$ cat config.mk
export PLATFORM = sky130hd
export DESIGN_NAME = pin_edge_irq
export DESIGN_NICKNAME = d
export VERILOG_FILES = /design/src/rtl/pei_pkg.sv /design/src/rtl/pei_sync.sv /design/src/rtl/pei_edge.sv /design/src/rtl/pei_regs.sv /design/src/rtl/pin_edge_irq.sv
export SDC_FILE = /design/constraint.sdc
export NUM_CORES = 1
export LEC_CHECK = 0
export ABC_AREA = 1
export BUFFER_PORTS_ARGS = -buffer_cell sky130_fd_sc_hd__buf_2
export CELL_PAD_IN_SITES_DETAIL_PLACEMENT = 0
export CELL_PAD_IN_SITES_GLOBAL_PLACEMENT = 2
export CORE_ASPECT_RATIO = 0.8
export CORE_UTILIZATION = 36
export CTS_CLUSTER_DIAMETER = 30
export CTS_CLUSTER_SIZE = 28
export DETAILED_ROUTE_END_ITERATION = 7
export PLACE_DENSITY = 0.82
export SYNTH_ARGS = -nofsm -noshare
export SYNTH_HDL_FRONTEND = slang
export SYNTH_SLANG_ARGS = --single-unit
$ cat constraint.sdc
create_clock -name clk -period 3.78 [get_ports clk]
set_clock_uncertainty 0.15 [all_clocks]
set_input_delay 0.378 -clock clk [delete_from_list [all_inputs] [get_ports clk]]
set_output_delay 0.378 -clock clk [all_outputs]
set_load 0.01 [all_outputs]
$ cat src/rtl/pei_pkg.sv
package pei_pkg;
  localparam int unsigned ADDR_W = 2;

  typedef enum logic [ADDR_W-1:0] {
    SEL_ENABLE   = 2'd0,
    SEL_POLARITY = 2'd1,
    SEL_FLAG_CLR = 2'd2,
    SEL_FLAG_SET = 2'd3
  } reg_sel_e;
endpackage

$ cat src/rtl/pei_sync.sv
module pei_sync #(
  parameter int unsigned WIDTH  = 8,
  parameter int unsigned STAGES = 2
) (
  input  logic             clk,
  input  logic             rst_n,
  input  logic [WIDTH-1:0] async_i,
  output logic [WIDTH-1:0] sync_o
);
  logic [STAGES-1:0][WIDTH-1:0] stg_q, stg_d;

  generate
    if (STAGES == 1) begin : g_single
      always_comb stg_d = async_i;
    end else begin : g_chain
      always_comb stg_d = {stg_q[STAGES-2:0], async_i};
    end
  endgenerate

  always_ff @(posedge clk or negedge rst_n) begin
    if (!rst_n) stg_q <= '0;
    else        stg_q <= stg_d;
  end

  assign sync_o = stg_q[STAGES-1];
endmodule

$ cat src/rtl/pei_edge.sv
module pei_edge #(
  parameter int unsigned WIDTH = 8
) (
  input  logic             clk,
  input  logic             rst_n,
  input  logic [WIDTH-1:0] cur_i,
  input  logic [WIDTH-1:0] pol_i,
  output logic [WIDTH-1:0] det_o
);
  logic [WIDTH-1:0] prev_q;
  logic [WIDTH-1:0] rise, fall;

  always_comb begin
    rise  = cur_i & ~prev_q;
    fall  = ~cur_i & prev_q;
    det_o = (rise & ~pol_i) | (fall & pol_i);
  end

  always_ff @(posedge clk or negedge rst_n) begin
    if (!rst_n) prev_q <= '0;
    else        prev_q <= cur_i;
  end


  steady_no_det_chk: assert property (@(posedge clk) disable iff (!rst_n)
    1'b1 |-> ((~(cur_i ^ prev_q) & det_o) == '0));
endmodule

$ cat src/rtl/pei_regs.sv
module pei_regs
  import pei_pkg::*;
#(
  parameter int unsigned WIDTH = 8
) (
  input  logic              clk,
  input  logic              rst_n,
  input  logic              we_i,
  input  logic [ADDR_W-1:0] addr_i,
  input  logic [WIDTH-1:0]  wdata_i,
  input  logic [WIDTH-1:0]  det_i,
  output logic [WIDTH-1:0]  rdata_o,
  output logic [WIDTH-1:0]  en_o,
  output logic [WIDTH-1:0]  pol_o,
  output logic [WIDTH-1:0]  flag_o
);
  logic [WIDTH-1:0] en_q, pol_q, flag_q;
  logic [WIDTH-1:0] en_d, pol_d, flag_d;
  logic [WIDTH-1:0] clr_w, set_w;
  logic             en_ce, pol_ce;
  reg_sel_e         sel;

  always_comb begin
    sel    = reg_sel_e'(addr_i);
    en_ce  = we_i && (sel == SEL_ENABLE);
    pol_ce = we_i && (sel == SEL_POLARITY);
    clr_w  = (we_i && (sel == SEL_FLAG_CLR)) ? wdata_i : '0;
    set_w  = (we_i && (sel == SEL_FLAG_SET)) ? wdata_i : '0;
    en_d   = wdata_i;
    pol_d  = wdata_i;
    flag_d = (flag_q & ~clr_w) | set_w | det_i;
  end

  always_ff @(posedge clk or negedge rst_n) begin
    if (!rst_n) begin
      en_q   <= '0;
      pol_q  <= '0;
      flag_q <= '0;
    end else begin
      if (en_ce)  en_q  <= en_d;
      if (pol_ce) pol_q <= pol_d;
      flag_q <= flag_d;
    end
  end

  always_comb begin
    unique case (sel)
      SEL_ENABLE:   rdata_o = en_q;
      SEL_POLARITY: rdata_o = pol_q;
      default:      rdata_o = flag_q;
    endcase
  end

  assign en_o   = en_q;
  assign pol_o  = pol_q;
  assign flag_o = flag_q;


  flag_hold_chk: assert property (@(posedge clk) disable iff (!rst_n)
    1'b1 |=> (($past(flag_q) & ~$past(clr_w) & ~flag_q) == '0));

  clr_race_chk: assert property (@(posedge clk) disable iff (!rst_n)
    ((det_i & clr_w) != '0) |=> (($past(det_i & clr_w) & ~flag_q) == '0));

  clr_effect_chk: assert property (@(posedge clk) disable iff (!rst_n)
    ((clr_w & ~det_i & ~set_w) != '0) |=> (($past(clr_w & ~det_i & ~set_w) & flag_q) == '0));

  set_effect_chk: assert property (@(posedge clk) disable iff (!rst_n)
    (set_w != '0) |=> (($past(set_w) & ~flag_q) == '0));
endmodule

$ cat src/rtl/pin_edge_irq.sv
module pin_edge_irq
  import pei_pkg::*;
#(
  parameter int unsigned NPINS       = 8,
  parameter int unsigned SYNC_STAGES = 2,
  parameter int unsigned RST_STAGES  = 2
) (
  input  logic              clk,
  input  logic              rst_ni,
  input  logic [NPINS-1:0]  pin_i,
  input  logic              bus_we_i,
  input  logic [ADDR_W-1:0] bus_addr_i,
  input  logic [NPINS-1:0]  bus_wdata_i,
  output logic [NPINS-1:0]  bus_rdata_o,
  output logic              irq_o
);
  logic [RST_STAGES-1:0] rst_q, rst_d;
  logic                  rst_n;
  logic [NPINS-1:0]      pin_sync, det, en, pol, flag;

  generate
    if (RST_STAGES == 1) begin : g_rst1
      always_comb rst_d = 1'b1;
    end else begin : g_rstn
      always_comb rst_d = {rst_q[RST_STAGES-2:0], 1'b1};
    end
  endgenerate

  always_ff @(posedge clk or negedge rst_ni) begin
    if (!rst_ni) rst_q <= '0;
    else         rst_q <= rst_d;
  end

  assign rst_n = rst_q[RST_STAGES-1];

  pei_sync #(.WIDTH(NPINS), .STAGES(SYNC_STAGES)) u_sync (
    .clk     (clk),
    .rst_n   (rst_n),
    .async_i (pin_i),
    .sync_o  (pin_sync)
  );

  pei_edge #(.WIDTH(NPINS)) u_edge (
    .clk   (clk),
    .rst_n (rst_n),
    .cur_i (pin_sync),
    .pol_i (pol),
    .det_o (det)
  );

  pei_regs #(.WIDTH(NPINS)) u_regs (
    .clk     (clk),
    .rst_n   (rst_n),
    .we_i    (bus_we_i),
    .addr_i  (bus_addr_i),
    .wdata_i (bus_wdata_i),
    .det_i   (det),
    .rdata_o (bus_rdata_o),
    .en_o    (en),
    .pol_o   (pol),
    .flag_o  (flag)
  );

  assign irq_o = |(flag & en);


  irq_masked_chk: assert property (@(posedge clk) disable iff (!rst_n)
    (en == '0) |-> !irq_o);

  irq_source_chk: assert property (@(posedge clk) disable iff (!rst_n)
    irq_o |-> (flag != '0));
endmodule

Yosys cells after proc, flatten, opt, wreduce, memory -nomap -nowiden
Cells that the tools add are included.
{"block": "op_classes", "n_eq_ne": 3, "n_mux": 3, "n_bitwise": 13, "n_reduce_logical": 6}
{"cell": "$and A8 B8 Y8", "n": 6}
{"cell": "$not A8 Y8", "n": 4}
{"cell": "$or A8 B8 Y8", "n": 3}
{"cell": "$mux W8", "n": 2}
{"cell": "$pmux W8 S2", "n": 1}
{"cell": "$reduce_or A8 Y1", "n": 1}
{"cell": "$eq A2 B2 Y1 const B", "n": 2}
{"cell": "$logic_and A1 B1 Y1", "n": 4}
{"cell": "$eq A2 B1 Y1 const B", "n": 1}
{"cell": "$logic_not A2 Y1", "n": 1}
{"block": "word_totals", "ff_bits": 50, "inputBits": 21, "out_inout_bits": 9, "wordCells": 32}

Depth between registers and ports, before layout
Gate-level depths: netlist of the first run.
{"block": "logic_depth", "ltp_word": 7, "mapped_depth": 6}

Modules after synthesis
Synthesis of the first run repeated with hierarchy kept, for this count alone.
{"block": "hier_totals", "cells_unflattened": 237, "hier_area_um2": 2108.3}
{"mod": "pei_regs", "n_inst": 1, "cells_each": 147, "area_per_inst_um2": 1197.4, "seq_area_each_um2": 600.6}
{"mod": "pei_edge", "n_inst": 1, "cells_each": 56, "area_per_inst_um2": 400.4, "seq_area_each_um2": 200.2}
{"mod": "pei_sync", "n_inst": 1, "cells_each": 16, "area_per_inst_um2": 400.4, "seq_area_each_um2": 400.4}
{"mod": "pin_edge_irq", "n_inst": 1, "cells_each": 18, "area_per_inst_um2": 110.1, "seq_area_each_um2": 50.0}

Worst setup path after synthesis of the first run
Ideal clock, no wire load.
{"block": "synth_path", "kind": "input port to output port", "startpoint": "input bus_addr_i[0]", "endpoint": "output bus_rdata_o[0]", "t_arrival_ns": 0.729, "required_time_ns": 3.252, "setup_slack_ns": 2.523, "path_stages": 4, "path_cell_list": "inv_2 -> nor2_4 -> nand2_1 -> nand3_1"}
{"block": "synth_between", "elab_chain_cells": 2, "word_cells_on_any_way": 3, "cone_classes": "eq/ne (1); mux (1); reduce/logical (1)"}
{"element": "start, declared", "line": "pin_edge_irq.sv:12", "rtl": "input logic [ADDR_W-1:0] bus_addr_i,"}
{"element": "$eq A2 B1 Y1 or $logic_not A2 Y1 (tied branches)", "line": "pei_regs.sv:47", "rtl": "unique case (sel)"}
{"element": "$pmux W8 S2 *", "line": "pei_regs.sv:47"}
{"element": "end, declared", "line": "pin_edge_irq.sv:14", "rtl": "output logic [NPINS-1:0] bus_rdata_o,"}
Mark *: on every way between the ends. The rest lies on a longest branch, timed or not.

Worst setup path after layout of the first run
{"block": "layout_path", "startpoint": "input bus_addr_i[1]", "endpoint": "output bus_rdata_o[4]"}
Same word-level chain as after synthesis.

==> results.rst, run 1 <==
.. list-table::
   :header-rows: 1

   * - Metric
     - Value
   * - Run status
     - finished clean
   * - Insertion delay of the later-clocked pin in the worst-skew pair
     - around 0.3 ns
   * - Endpoint of the worst setup timing path
     - bus_rdata_o[4]
   * - Maximum VDD drop
     - between 0.0002 and 0.00025 V
   * - List of cells traversed by the critical path
     - buf_2, nor2_4, nand2_1, nand3_1, buf_2
   * - Final setup violation count
     - 0
   * - Gate count after technology mapping
     - ~230
   * - Area of the mapped netlist
     - around 2000 sq um
   * - Tightest Pin Transition
     - slightly above 1 ns
   * - Family with the most delay on the worst path
     - simple AND/OR/NAND/NOR gates
   * - Total number of placement rows
     - 24
   * - Share of async-settable or async-resettable flops after synthesis
     - between 90% and 100%
   * - Crit path kind
     - in2out
   * - Unrepaired setup endpoints after global routing
     - false
   * - Met1 Usage GRT
     - about a fifth
   * - Mean instance size in the synthesized netlist
     - between 9 and 10 sq um
   * - Post-route setup TNS
     - 0 ns
   * - First-pass detailed-route iteration total
     - 4
   * - Reg2Reg Setup Slack
     - between 2 and 3 ns
   * - Relative slew margins
     - between 30% and 40%
   * - CTS clk-pin slew, worst paths
     - 0.09 ns
   * - Via count
     - 1462
   * - R2R Path End
     - u_regs.en_o[3]
   * - Overall global routing resource usage
     - 15.0%
   * - Worst Path Buf+Inv
     - 2
   * - Met2 global-route usage
     - about 22%
   * - CTS sink count
     - 50
   * - Post-layout worst setup margin
     - slightly above 2 ns
   * - Highest-delay cell along the critical path
     - sky130_fd_sc_hd__nor2_4
   * - Count of cell types in the netlist
     - 16
   * - Total stage count of the critical path
     - 5
   * - Reg2Reg Depth
     - 0
   * - CTS root buf
     - sky130_fd_sc_hd__clkbuf_8
   * - Number of synthesized register bits
     - 50
   * - Filler instances
     - about 590
   * - Number of antenna violations at the first check in global routing
     - 0
   * - Floorplan Core Area
     - around 5500 sq um
   * - Residual DRC
     - 0
   * - Wirelength, routed
     - ~3800 um
   * - Wire length of the first global-routing pass
     - about 6700 um
   * - I/O pins
     - 30
   * - Initial core utilization
     - 37.4%
   * - Post-Place Cells
     - 330
   * - Leading register cell type out of synthesis
     - sky130_fd_sc_hd__dfrtp_1
   * - Buffer levels on the longest clock path
     - 2
   * - Clock tree from TritonCTS
     - built
   * - Count of nets left with antenna violations after detail routing
     - 0
   * - CP Launch Point
     - bus_addr_i[1]
   * - Cts bufs inserted
     - 5
   * - Final Max Slew Viols
     - 0
   * - Worst-case hold slack
     - 0.0259 ns
   * - Commonest cells after routing, fill and taps aside
     - 67 x sky130_fd_sc_hd__nand2_1, 49 x sky130_fd_sc_hd__dfrtp_1, 32 x sky130_fd_sc_hd__inv_1, 29 x sky130_fd_sc_hd__buf_2, 26 x sky130_fd_sc_hd__nand3_1
   * - Final Hold Viols
     - 0
   * - Final Non-Filler Cells
     - ~340
   * - Met3 Resource Use GR
     - 3.69%
   * - CP Max Fanout
     - 12
   * - Port-buffer cells
     - 29
   * - Drt first-iter violations
     - a little over 60
   * - Pre-CTS WS
     - around 2 ns
   * - CP Data Required Time
     - 3.25 ns
   * - Max Clk Rate
     - a little under 600 MHz
   * - Count of maximum capacitance violations
     - 0
   * - Aggregate global routing overflow
     - 0
   * - Cell repeated most along the worst path
     - sky130_fd_sc_hd__buf_2
   * - Hold Path Class
     - in2reg
   * - Tmin final
     - 1.72 ns
   * - Die Footprint
     - 5990 sq um
   * - Worst Setup Start Kind
     - input port
   * - Count of yosys warnings during synthesis
     - 0
   * - Number of H-tree levels
     - 2
   * - Sequential element share of the synthesized area
     - 61.2%
   * - Antenna diode count
     - 0
   * - Peak-usage layer in the global routing report
     - met2
   * - Number of global-route vias before repair
     - around 1400
   * - Largest incremental delay on the critical path
     - between 0.2 and 0.3 ns
   * - Layout cell share with drive strength beyond 1
     - between 10% and 20%
   * - Die outline height
     - 69.4 um
   * - Largest net degree at the start of global routing
     - 49
   * - Crit share post-route
     - between 40% and 50%
   * - Relative area change from synthesis to final layout
     - 18.2%
   * - Average wire length per cell after detail routing
     - between 10 and 15 um
   * - Die Span X
     - about 86 um
   * - NumNets Final
     - roughly 280
   * - Commonest non-fill, non-tap cell in the layout
     - sky130_fd_sc_hd__nand2_1
   * - Data arrival time at the worst-slack endpoint
     - around 1.2 ns
   * - Launch instance of the worst register-to-register path
     - rst_q[1]
   * - Number of enable flip-flop cells after synthesis
     - 0
   * - Mean number of vias per cell
     - 4.31
   * - Total half-perimeter wirelength after legalization and detailed placement
     - between 2000 and 3000 um
   * - Final weighted congestion in routability-driven placement
     - 0.689
   * - Post-synthesis net count
     - 247
   * - Endpoint type of the worst setup path
     - output pin
   * - Static leakage
     - between 1 and 1.5 nW
   * - Power Dens Cells
     - between 500 and 600 nW/um^2
stage by stage:
stage                     instance area (sq um)  total power, mW  utilization, %
after global routing                       2420             1.30            44.2
after global placement                     2260            0.792            41.4
final                                      2420             1.23            44.2
after detailed placement                   2260            0.794            41.4
after CTS                                  2420             1.25            44.2
after floorplan                            2040            0.737               -
logic make-up after synthesis:
family | share of synthesized area (%)
and+or+nand+nor | 24.1
DFF | 61.2
buffers and inverters | 7.22
other | 0.183
AOI/OAI and AO/OA | 7.34
where the power goes:
| group | internal (mW) | total (mW) | leakage, nW | switching (mW) |
|---|---|---|---|---|
| Combinational | 0.0626 | 0.144 | 0.589 | 0.0813 |
| Sequential | 0.586 | 0.635 | 0.579 | 0.0488 |
| Clock | 0.282 | 0.452 | 0.0714 | 0.170 |
| Total | 0.931 | 1.23 | 1.24 | 0.300 |
flip-flops by register name, indices dropped and copies added, names as in the netlist:
name           cells
u_edge.prev_q      8
rst_q              2
u_sync.sync_o      8
u_regs.en_o        8
u_regs.flag_o      8
u_sync.stg_d       8
u_regs.pol_o       8
synth_stat cells (2+ instances only):
library cell,number,area share [%]
sky130_fd_sc_hd__dfrtp_1,50,61
sky130_fd_sc_hd__inv_1,32,5.9
sky130_fd_sc_hd__nand2_1,67,12
sky130_fd_sc_hd__nand3_1,26,6.4
sky130_fd_sc_hd__nor2_1,17,3.1
sky130_fd_sc_hd__nor2_4,2,1.1
sky130_fd_sc_hd__o21ai_0,16,3.9
sky130_fd_sc_hd__o21ai_2,8,3.4
cell type report:
| class | count | area [sq um] | area share (%) |
|---|---|---|---|
| Tap cell | 78 | 97.6 | 4.04 |
| Clock buffer | 6 | 82.6 | 3.42 |
| Timing Repair Buffer | 30 | 155 | 6.42 |
| Sequential cell | 50 | 1250 | 51.8 |
| Clock inverter | 2 | 60.1 | 2.48 |
| Inverter | 33 | 124 | 5.12 |
| Multi-Input combinational cell | 140 | 646 | 26.7 |
metal layers:
| layer | wire [um] | part of all wire [%] |
|---|---|---|
| met1 | 1990 | 52 |
| met2 | 1630 | 43 |
| met5 | 0 | 0 |
| met4 | 43 | 1.1 |
| met3 | 123 | 3.2 |
worst min path at each step:
stage / end / slack, ns / startpoint / depth (start not counted)
floorplan: rst_q[0] / -0.07 / rst_ni / 0
global placement: rst_q[0] / 0.02 / rst_ni / 1
detailed placement: rst_q[0] / 0.02 / rst_ni / 1
CTS: u_sync.stg_d[11] / 0.01 / pin_i[3] / 1
global route: u_sync.stg_d[8] / 0.008 / pin_i[0] / 1
finish: u_sync.stg_d[8] / 0.03 / pin_i[0] / 1
repair_timing:
item                                   4_1_cts  5_1_grt
endpoints found under the hold margin        2        0
gates resized for setup                      0        0
setup buffers                                0        0
hold buffers                                 1        0
(Power assumes the default switching activity.)
==> inputs of run 2 (changes only) <==
- CORE_UTILIZATION: 36 -> 34
- PLACE_DENSITY: 0.82 -> 0.79
- clock period: 3.78 -> 1.7 ns (I/O delays scaled with it)
==> run 2 against run 1 <==
- non-clock buffer count grew 10
- critical endpoint is now irq_o
- routed wire length grew 5.3%
- register-to-register slack lost 1.9 ns
- first-iteration DRC count grew 11%
- global-route usage shrank 0.46 points
- via count grew 5.1%
- power grew 100%
- clock-buffer cell count is the same
- critical path depth shrank 1
- worst setup slack lost 1.9 ns
- clock power grew 62%
- final area grew 2.7%
==> results.rst, run 2 (synthesized netlist as in run 1, its figures left out) <==
.. list-table::
   :header-rows: 1

   * - Metric
     - Value
   * - Run status
     - finished clean
   * - Unrepaired setup endpoints after global routing
     - false
   * - Cts bufs inserted
     - 5
   * - Power Dens Cells
     - ~1000 nW/um^2
   * - Final Max Slew Viols
     - 0
   * - Total number of placement rows
     - 24
   * - Tmin final
     - about 1.5 ns
   * - List of cells traversed by the critical path
     - nand2_1, nand3_1, nand3b_1, buf_2
   * - Max Clk Rate
     - 663 MHz
   * - Reg2Reg Depth
     - 5
   * - Overall power
     - about 2.5 mW
   * - Average wire length per cell after detail routing
     - roughly 11 um
   * - Tightest Pin Transition
     - around 0.53 ns
   * - Number of antenna violations at the first check in global routing
     - 0
   * - Data arrival time at the worst-slack endpoint
     - approximately 1.2 ns
   * - Drt first-iter violations
     - between 60 and 70
   * - Die outline height
     - around 71 um
   * - Die Footprint
     - around 6300 sq um
   * - Hold Path Class
     - in2async
   * - Overall global routing resource usage
     - between 10% and 20%
   * - Filler instances
     - roughly 580
   * - Clock tree from TritonCTS
     - built
   * - CTS sink count
     - 50
   * - Maximum VDD drop
     - between 0.0005 and 0.0006 V
   * - Post-route setup TNS
     - 0 ns
   * - Number of instances resized during post-cts repair
     - 0
   * - CP Max Fanout
     - 3
   * - Mean number of vias per cell
     - roughly 4.4
   * - Die Span X
     - between 80 and 90 um
   * - Endpoint type of the worst setup path
     - output pin
   * - Final Hold Viols
     - 0
   * - Commonest non-fill, non-tap cell in the layout
     - sky130_fd_sc_hd__nand2_1
   * - Layout cell share with drive strength beyond 1
     - 19.6%
   * - CP Launch Point
     - u_regs.en_o[4]
   * - Relative area change from synthesis to final layout
     - 21.4%
   * - Final setup violation count
     - 0
   * - Wirelength, routed
     - ~4000 um
   * - Antenna diode count
     - 0
   * - Count of nets left with antenna violations after detail routing
     - 0
   * - Worst Setup Start Kind
     - flip-flop
   * - Launch instance of the worst register-to-register path
     - u_regs.pol_o[4]
   * - Largest net degree at the start of global routing
     - ~50
   * - Commonest cells after routing, fill and taps aside
     - 67 x sky130_fd_sc_hd__nand2_1, 49 x sky130_fd_sc_hd__dfrtp_1, 32 x sky130_fd_sc_hd__inv_1, 29 x sky130_fd_sc_hd__buf_2, 26 x sky130_fd_sc_hd__nand3_1
   * - Residual DRC
     - 0
   * - Insertion delay of the later-clocked pin in the worst-skew pair
     - just under 0.3 ns
   * - Initial core utilization
     - a little over a third
   * - Buffer levels on the longest clock path
     - 2
   * - Final weighted congestion in routability-driven placement
     - a little over 0.7
   * - CTS root buf
     - sky130_fd_sc_hd__clkbuf_8
   * - I/O pins
     - 30
   * - Static leakage
     - around 1.3 nW
   * - Number of H-tree levels
     - 2
   * - Port-buffer cells
     - 29
   * - Crit path kind
     - reg2out
   * - Total half-perimeter wirelength after legalization and detailed placement
     - ~2700 um
   * - Number of global-route vias before repair
     - approximately 1500
   * - Count of maximum capacitance violations
     - 0
   * - Floorplan Core Area
     - roughly 5600 sq um
   * - Via count
     - between 1500 and 2000
   * - Worst-case hold slack
     - 0.0158 ns
   * - Reg2Reg Setup Slack
     - just under 0.7 ns
   * - First-pass detailed-route iteration total
     - 4
   * - Crit share post-route
     - between 80% and 90%
   * - CTS clk-pin slew, worst paths
     - ~0.090 ns
   * - Largest incremental delay on the critical path
     - 0.42 ns
   * - Relative slew margins
     - between 60 and 70%
   * - Highest-delay cell along the critical path
     - sky130_fd_sc_hd__dfrtp_1
   * - CP Data Required Time
     - roughly 1.4 ns
   * - Aggregate global routing overflow
     - 0
   * - NumNets Final
     - 291
   * - Wire length of the first global-routing pass
     - just under 7000 um
-- run 2: cell count changes in the layout (fill, tap and decap cells not counted), sizes merged --
| cell | delta |
|---|---|
| buf | +2 |
| clkinv | +2 |
| dlygate4sd3 | +8 |
| bufinv | -2 |
-- run 2: final timing paths --
check / to
setup / recovery: irq_o
hold / removal: rst_q[1]
setup reg to reg: u_regs.flag_o[4]
hold reg to reg: u_sync.sync_o[1]
max in group asynchronous: u_regs.en_o[2]
min in group clk: u_regs.pol_o[7]
-- run 2: through the flow --
step	instance area, sq um	worst slack [ns]	cells	util (%)
after floorplan	2040	0.0552	226	-
after global placement	2290	0.145	332	40.8
after detailed placement	2290	0.120	332	40.8
after CTS	2480	0.181	349	44.2
after global routing	2480	0.115	349	44.2
final	2480	0.193	349	44.2
-- run 2: per-layer routing --
metal / wire length (um) / vias up / track usage, % / share of wire (%)
met4: 25 / 0 / 3.76 / 0.63
met3: 184 / 2 / 3.92 / 4.6
li1: - / 793 / - / -
met5: 0 / - / 0 / 0
met2: 1770 / 35 / 21.8 / 44
met1: 2010 / 706 / 20.8 / 50
-- run 2: what timing repair did --
action                    CTS  global route
buffers inserted            0             0
hold endpoints to repair   10             0
hold buffers                9             0
-- run 2: power by group --
part	leakage (nW)	internal (mW)	switching, mW	total [mW]
clock	0.0514	0.336	0.396	0.731
sequential	0.579	1.30	0.0889	1.39
combinational	0.637	0.158	0.209	0.367
-- run 2: area by class of cell --
class	instances	area (sq um)	area share [%]
Clock inverter	2	17.5	0.706
Inverter	33	124	4.99
Multi-Input combinational cell	140	646	26.0
Timing Repair Buffer	40	263	10.6
Sequential cell	50	1250	50.5
Tap cell	78	97.6	3.93
Clock buffer	6	82.6	3.33
-- run 2: worst max-delay path: cells and delay by family, from the launching register on --
kind	cells	cell delay, ns
buffers and inverters	1	0.15
DFF	1	0.42
and+or+nand+nor	3	0.32
==> inputs of run 3 (changes only) <==
- RECOVER_POWER: unset -> 25
==> run 3 against run 2 <==
- clock power about the same
- combinational power down 1%
- power down 0.15%
- worst hold slack about the same
- routed wire length down 0.10%
- maximum frequency about the same
- register-to-register slack worse by 0.33 ns
- critical endpoint unchanged
==> results.rst, run 3 (synthesized netlist as in run 1, its figures left out) <==
.. list-table::
   :header-rows: 1

   * - Metric
     - Value
   * - Worst Path Buf+Inv
     - 1
   * - Total half-perimeter wirelength after legalization and detailed placement
     - around 2700 um
   * - Final setup violation count
     - 0
   * - Die outline height
     - roughly 71 um
   * - Drt first-iter violations
     - 68
   * - Number of antenna violations at the first check in global routing
     - 0
   * - Final weighted congestion in routability-driven placement
     - 0.721
   * - Wire length of the first global-routing pass
     - about 7000 um
   * - Crit share post-route
     - 88.6%
   * - Count of nets left with antenna violations after detail routing
     - 0
   * - CTS sink count
     - 50
   * - Unrepaired setup endpoints after global routing
     - false
   * - CP Data Required Time
     - 1.38 ns
   * - Post-layout worst setup margin
     - 0.193 ns
   * - Power Dens Cells
     - around 1000 nW/um^2
   * - First-pass detailed-route iteration total
     - 4
   * - Post-Place Cells
     - roughly 330
   * - Count of maximum capacitance violations
     - 0
   * - Antenna diode count
     - 0
   * - Placement-stage cell area
     - ~2300 sq um
   * - Floorplan Core Area
     - 5620 sq um
   * - Buffer levels on the longest clock path
     - 2
   * - Commonest cells after routing, fill and taps aside
     - 67 x sky130_fd_sc_hd__nand2_1, 49 x sky130_fd_sc_hd__dfrtp_1, 32 x sky130_fd_sc_hd__inv_1, 29 x sky130_fd_sc_hd__buf_2, 26 x sky130_fd_sc_hd__nand3_1
   * - Tmin final
     - 1.51 ns
   * - Number of H-tree levels
     - 2
   * - Highest-delay cell along the critical path
     - sky130_fd_sc_hd__dfrtp_1
   * - NumNets Final
     - 291
   * - Number of instances resized during post-cts repair
     - 0
   * - CTS root buf
     - sky130_fd_sc_hd__clkbuf_8
   * - Die Span X
     - just under 90 um
   * - Relative area change from synthesis to final layout
     - 20.6%
   * - Core utilization of the finished layout
     - roughly 44%
   * - Final Non-Filler Cells
     - about 350
   * - Average wire length per cell after detail routing
     - 11.4 um
   * - Hold Path Class
     - in2async
   * - Via count
     - approximately 1500
   * - Cts bufs inserted
     - 5
   * - Final Max Slew Viols
     - 0
   * - Largest net degree at the start of global routing
     - 49
   * - Filler instances
     - around 600
   * - Pre-CTS WS
     - 0.120 ns
   * - I/O pins
     - 30
   * - Commonest non-fill, non-tap cell in the layout
     - sky130_fd_sc_hd__nand2_1
   * - Tightest Pin Transition
     - between 1 and 1.5 ns
   * - Initial core utilization
     - around 36%
   * - Mean number of vias per cell
     - 4.39
   * - Wirelength, routed
     - ~4000 um
   * - Overall global routing resource usage
     - approximately 15%
   * - Final Hold Viols
     - 0
   * - Final std cell area, no fill
     - roughly 2500 sq um
   * - Run status
     - finished clean
   * - Worst Setup Start Kind
     - flip-flop
   * - Post-route setup TNS
     - 0 ns
   * - Maximum VDD drop
     - ~0.00055 V
   * - Family with the most delay on the worst path
     - flip-flops
   * - Residual DRC
     - 0
   * - Largest incremental delay on the critical path
     - around 0.42 ns
   * - Static leakage
     - about 1.3 nW
   * - Layout cell share with drive strength beyond 1
     - 19.2%
   * - Die Footprint
     - 6330 sq um
   * - Number of global-route vias before repair
     - 1488
   * - Aggregate global routing overflow
     - 0
   * - Post-CTS Setup Bufs
     - 0
   * - Max Clk Rate
     - 664 MHz
   * - Endpoint type of the worst setup path
     - output pin
   * - Port-buffer cells
     - 29
   * - Total number of placement rows
     - 24
   * - CTS clk-pin slew, worst paths
     - roughly 0.090 ns
   * - Relative slew margins
     - 29.5%
   * - Data arrival time at the worst-slack endpoint
     - roughly 1.2 ns
   * - CP Max Fanout
     - 3
   * - Insertion delay of the later-clocked pin in the worst-skew pair
     - just under 0.3 ns
   * - List of cells traversed by the critical path
     - nand2_1, nand3_1, nand3b_1, buf_2
   * - Crit path kind
     - reg2out
   * - Clock tree from TritonCTS
     - built
[run 3: changes by cell type in the layout (fill, tap and decap cells not counted)]
cell,previous run,this run
sky130_fd_sc_hd__clkbuf_1,0,1
sky130_fd_sc_hd__buf_12,1,0
[run 3: area by class of cell]
| type | count | area [sq um] | area share, % |
|---|---|---|---|
| clock buffers | 6 | 82.6 | 3.35 |
| clock inverters | 2 | 17.5 | 0.710 |
| inverters | 33 | 124 | 5.02 |
| multi-input cells | 140 | 646 | 26.2 |
| flip-flops and latches | 50 | 1250 | 50.8 |
| well taps | 78 | 97.6 | 3.96 |
| repair buffers | 40 | 246 | 9.99 |
[run 3: timing repair]
item                       4_1_cts  5_1_grt
hold endpoints to repair        10        0
hold buffers                     9        0
setup endpoints to repair        0        0
[run 3: per-stage QoR]
stage / hold slack, ns / total power, mW
floorplan: -0.276 / 1.64
global placement: -0.193 / 1.77
detailed placement: -0.193 / 1.78
CTS: 0.00899 / 2.54
global route: 0.00976 / 2.64
finish: 0.0156 / 2.49
[run 3: per-layer routing]
metal	wire length (um)	up-vias	GRT usage (%)
met5	0	-	0
met4	25	0	3.76
met2	1720	34	21.8
met1	2060	703	20.8
li1	-	792	-
met3	179	2	3.92
[run 3: path summary, 6_finish.rpt]
| kind | cells past startpoint | slack [ns] | start | to |
|---|---|---|---|---|
| max | 4 | 0.19 | u_regs.en_o[4] | irq_o |
| min | 2 | 0.02 | rst_ni | rst_q[0] |
| max reg2reg | 1 | 0.36 | rst_q[1] | u_regs.en_o[2] |
| min reg2reg | 0 | 0.21 | u_sync.stg_d[13] | u_sync.sync_o[5] |
| max in group asynchronous | 1 | 0.36 | rst_q[1] | u_regs.en_o[2] |
| min in group clk | 3 | 0.02 | bus_wdata_i[7] | u_regs.pol_o[7] |
[run 3: power by group]
group,internal (mW),switching (mW)
combinational,0.153,0.209
clock,0.336,0.397
sequential,1.30,0.0881
total,1.79,0.694
